<file path="src/rtl/pkt_switch2x2.sv">
module pkt_switch2x2 #(
  parameter int DATA_W   = 32,
  parameter int CNT_W    = 32,
  parameter int DEST_BIT = 0,
  parameter int FLAG_BIT = 1
) (
  input  logic              clk,
  input  logic              rst_n,
  input  logic              a_valid,
  input  logic [DATA_W-1:0] a_data,
  output logic              a_take,
  input  logic              b_valid,
  input  logic [DATA_W-1:0] b_data,
  output logic              b_take,
  input  logic              x_room,
  output logic              x_write,
  output logic [DATA_W-1:0] x_data,
  input  logic              y_room,
  output logic              y_write,
  output logic [DATA_W-1:0] y_data,
  output logic [CNT_W-1:0]  hit_count
);
  logic a_dst, b_dst, a_flag, b_flag;
  logic a_fits, b_fits, b_out_clash, b_cnt_clash;
  logic a_to_x, a_to_y, b_to_x, b_to_y;

  assign a_dst  = a_data[DEST_BIT];
  assign b_dst  = b_data[DEST_BIT];
  assign a_flag = a_data[FLAG_BIT];
  assign b_flag = b_data[FLAG_BIT];

  assign a_fits = a_valid && (a_dst ? y_room : x_room);
  assign b_fits = b_valid && (b_dst ? y_room : x_room);

  assign b_out_clash = a_take && (a_dst == b_dst);
  assign b_cnt_clash = a_take && a_flag && b_flag;

  assign a_take = a_fits;
  assign b_take = b_fits && !b_out_clash && !b_cnt_clash;

  assign a_to_x = a_take && !a_dst;
  assign a_to_y = a_take &&  a_dst;
  assign b_to_x = b_take && !b_dst;
  assign b_to_y = b_take &&  b_dst;

  assign x_write = a_to_x || b_to_x;
  assign y_write = a_to_y || b_to_y;
  assign x_data  = a_to_x ? a_data : b_data;
  assign y_data  = a_to_y ? a_data : b_data;

  always_ff @(posedge clk) begin
    if (!rst_n)
      hit_count <= '0;
    else if ((a_take && a_flag) || (b_take && b_flag))
      hit_count <= hit_count + 1'b1;
  end
endmodule

</file>
<file path="config.mk">
export PLATFORM = sky130hd
export DESIGN_NAME = pkt_switch2x2
export DESIGN_NICKNAME = d
export VERILOG_FILES = /design/src/rtl/pkt_switch2x2.sv
export SDC_FILE = /design/constraint.sdc
export NUM_CORES = 1
export LEC_CHECK = 0
export BUFFER_PORTS_ARGS = -buffer_cell sky130_fd_sc_hd__buf_2
export CAP_MARGIN = 20
export CORE_ASPECT_RATIO = 1.2
export CORE_MARGIN = 2
export CORE_UTILIZATION = 41
export CTS_CLUSTER_DIAMETER = 30
export DETAILED_ROUTE_END_ITERATION = 16
export GPL_TIMING_DRIVEN = 0
export HOLD_SLACK_MARGIN = 0.05
export PLACE_DENSITY = 0.85
export SYNTH_ARGS = -nofsm -noshare
export SYNTH_HDL_FRONTEND = slang
export SYNTH_SLANG_ARGS = --single-unit
</file>
<file path="constraint.sdc">
create_clock -name clk -period 2.6 [get_ports clk]
set_input_delay 0.52 -clock clk [delete_from_list [all_inputs] [get_ports clk]]
set_output_delay 0.52 -clock clk [all_outputs]
set_load 0.05 [all_outputs]
</file>
# Word level (Yosys, flattened, before mapping)
# Index checks and enable logic that the tools add are counted.
# totals
word_cells	26
register_bits	32
inputBits	70
# classes
n_eq_ne	1
n_addsub	1
reduce_logical	19
mux	4
# op_table
operator	n
$mux 32	2
$add 32x1->32 const B	1
$logic_and 1x1->1	12
$logic_not 1->1	4
$logic_or 1x1->1	3
$mux 1	2
$eq 1x1->1	1

# Longest topological paths before layout
# depth
depth_word	8
mapped_depth	8
mapped_depth_nobuf	6

# Worst setup path after synthesis
# OpenSTA, ideal clock, no wires.
# synth_path
path_kind	input -> output
startpoint	input a_data[0]
endpoint	output x_write
t_arrival_ps	3633
path_slack_ps	-1553
cell_stages	6
cell_sequence	mux2i_1 > and3b_1 > buf_2 > a221oi_1 > inv_1 > o21ai_0
# synth_via
elab_chain_cells	8
elab_cells_between_ends	14
# synth_lines
element	line	source
start, declared	10	input logic [DATA_W-1:0] a_data,
$mux 1	32	assign a_fits = a_valid && (a_dst ? y_room : x_room);
$logic_and 1x1->1	32	
$logic_and 1x1->1 (on tied branches)	35, 36	
$logic_not 1->1 / $logic_and 1x1->1 (equally long branches)	39, 36	
$logic_and 1x1->1 / $logic_not 1->1 (equally long branches)	39	assign b_take = b_fits && !b_out_clash && !b_cnt_clash;
$logic_and 1x1->1 (*)	39	
via b_take	14	output logic b_take,
$logic_and 1x1->1 (*)	43	assign b_to_x = b_take && !b_dst;
$logic_or 1x1->1 (*)	46	assign x_write = a_to_x || b_to_x;
end, declared	16	output logic x_write,
# Mark *: on every way through the listed nets, which the timed path passes. The rest lies on a longest branch.

# Worst setup path in the final report
# layout_path
startpoint	input a_valid
endpoint	output y_data[15]
# layout_via
elab_chain_cells	3
# layout_lines
element	line	source
start, declared	9	input logic a_valid,
$logic_and 1x1->1	32	
$logic_and 1x1->1	42	assign a_to_y = a_take && a_dst;
$mux 32	49	assign y_data = a_to_y ? a_data : b_data;
end, declared	20	output logic [DATA_W-1:0] y_data,
# No other way between the ends.

==> metrics.md <==
| Metric | Value |
|---|---|
| Synth cell types | 35 |
| Die Wd | 73.3 um |
| First-pass GRT wire length | around 12 mm |
| Vias in the first global route | approximately 2700 |
| Top cell type by total area after synthesis | mux2_2 |
| Synth top area share | 29.5% |
| Vias per cell | 5.56 |
| Post-Syn Instances | 268 |
| Max Freq | 0.400 GHz |
| Max-cap violations | 0 |
| Power density cells | 464 mW/mm^2 |
| Iteration-0 DRC count of the detailed router | 165 |
| RSZ-0062 raised after global routing | yes |
| IR drop worst, VDD | 0.240 mV |
| Final clock skew | 8.79 ps |
| Post-Place Setup Slack | -304 ps |
| R2r worst-path depth | 6 |
| Reg2reg start | hit_count[0] |
| Antenna diodes | 0 |
| Req. time, crit path | ~2100 ps |
| Routed len/inst | about 16 um |
| Period utilization | 96.2% |
| Post-Synthesis Cell Area | 0.00236 mm^2 |
| Fin crit period | 2500 ps |
| Overall Global Routing Usage | roughly a quarter |
| Setup WS post-layout | just under 100 ps |
| Top Metal Used | met4 |
| I/O Buffers | 169 |
| Hold/Removal Path Class | input pin to register |
| Worst Hold Endpoint | hit_count[14] |
| Full die area | around 0.0064 mm^2 |
| Clock sink count | 32 |
| Crit Path Max Fanout | 10 |
| Vias | 2825 |
| CP arrival | just under 2000 ps |
| Largest regs | hit_count: 32 flops |
| Largest register FFs | 32 |
| Initial core utilization | roughly 42% |
| Die Y | 87.2 um |
| Final setup viols | 0 |
| CTS buffer count | 5 |
| Initial antenna violation count | 0 |
| Crit start category | input pin |
| Drt first pass iters | 4 |
| Top post-synthesis cells by count | mux2_2 (62), dfxtp_1 (32), nor2_1 (18) |
| TNS Setup | 0 ps |
| Largest net degree at the start of global routing | 11 |
| DRT met1 WL | ~3.3 mm |
| Setup repair bufs after CTS | 0 |
| Least-Margin Pin Slew | 834 ps |
| Worst R2R Setup Slack | approximately 220 ps |
| Worst-Skew Late Latency | 290 ps |
| Antenna-violating nets left | 0 |
| Clk pin slew, worst setup/hold paths | 70 ps |
| Worst hold start | rst_n |
| Top cells by area, synth | mux2_2 (30%), dfxtp_1 (27%), xor2_1 (4.8%) |
| Routed wl met3 | 748 um |
| Final RePlAce weighted congestion | about 0.91 |
| Async SR Flop Fraction | 0% |
| EDFF count, synth | 0 |
| Post-synthesis average cell area | between 8 and 9 um^2 |
| Io pins | 170 |
| Area grow syn2layout | 47.2% |
| Htree depth | 2 |
| CTS tree | yes |
| Share of cells above drive strength 1 | 57.2% |
| WHS Path Cells | 2 |
| Worst setup EP type | output pin |
| Core Box Area | 0.00563 mm^2 |
| Slew headroom | 44.0% |
| Leakage | 0.00159 uW |
| Yosys Warn Count | 0 |
| CTS Hold Bufs | 0 |
| Critical path class | input pin to output pin |
| Count leader, synth | mux2_2 |
| Grt ovf | 0 |
| Largest Register | hit_count |
| Placed wire-length estimate | 6.83 mm |
| Final net count | roughly 510 |
| Final WL | 8.34 mm |
| Max Slew Vio Count | 0 |
| Rows | 30 |
| DRC | 0 |
| Post-synthesis sequential area ratio | between 20% and 30% |
| Root buf cell | clkbuf_8 |
| Most used flip-flop cell after synthesis | dfxtp_1 |
| Final Hold Fails | 0 |
| Post-Synthesis Net Count | 339 |
| Worst r2r dst | hit_count[28] |
| Max Root-Sink Buffers | 2 |
| Flop and latch count out of synthesis | 32 |
| Met2 Wirelength | a little over 4 mm |
| Status | completed |
## worst max-delay path by stage
stage	start	endpoint	slack [ps]	cells after the start
floorplan	a_data[0]	x_write	-200	6
global placement	a_data[0]	x_data[19]	-280	8
detailed placement	a_data[0]	x_data[19]	-300	8
CTS	a_data[0]	x_data[27]	30	7
global route	a_data[0]	x_write	0.6	8
finish	a_valid	y_data[15]	100	5
## layer usage
metal / up-vias / global-route usage (%)
li1: 1352 / -
met1: 1320 / 30.9
met2: 134 / 41.8
met3: 19 / 6.25
met4: 0 / 8.60
met5: - / 0
## logic make-up (layout without fill, tap and decap cells)
group	after synthesis	count (layout)	synth area share, %
buffers and inverters	22	198	3.60
AND/OR/NAND/NOR	80	80	18.3
XOR/XNOR	14	14	5.19
adder cells (fa/ha/maj)	1	1	0.529
multiplexers	64	64	30.4
flip-flops	32	32	27.1
AO/OA/AOI/OAI	55	55	15.0
## stage by stage
step / power [uW] / area [um^2] / util, % / hold WS [ps] / instances
2_1_floorplan: 930 / 2400 / - / 638 / 268
3_3_place_gp: 1090 / 3330 / 59.1 / 465 / 501
3_5_place_dp: 1090 / 3330 / 59.1 / 478 / 501
4_1_cts: 1610 / 3470 / 61.6 / 460 / 508
5_1_grt: 1670 / 3480 / 61.8 / 468 / 508
6_report: 1610 / 3480 / 61.8 / 464 / 508
## report_power, final
group | internal, uW | switching [uW]
registers | 492 | 3.22
clock network | 338 | 184
logic | 174 | 423
## final cells by class
type	instances	area, um^2
well taps	64	80.1
plain buffers	15	80.1
fillers	500	2150
clock inverters	1	30.0
multi-input cells	214	1680
repair buffers	169	855
inverters	6	22.5
clock buffers	7	96.3
flip-flops and latches	32	641
## timing repair
item	4_1_cts	5_1_grt
resized for setup	7	10
setup endpoints to repair	29	29
pin swaps	0	0
hold endpoints to repair	0	0
## layout by cell type, fill, tap and decap left out, drive strengths merged, types with 4 or more instances in the layout
cell type / n
buf: 173
mux2: 62
dfxtp: 32
nor2: 18
clkbuf: 18
a21oi: 17
o21ai: 17
xor2: 13
nand2: 13
or3: 11
nand4: 8
nand3: 7
o2111ai: 7
inv: 6
o211ai: 5
and2: 4
o31ai: 4
or4: 4
## critical path, cell delays in order
cell,delay [ps]
buf_2,150
nand3_1,220
clkbuf_1,470
mux2_2,410
buf_2,210
No activity file was read; power rests on OpenSTA's default activity.
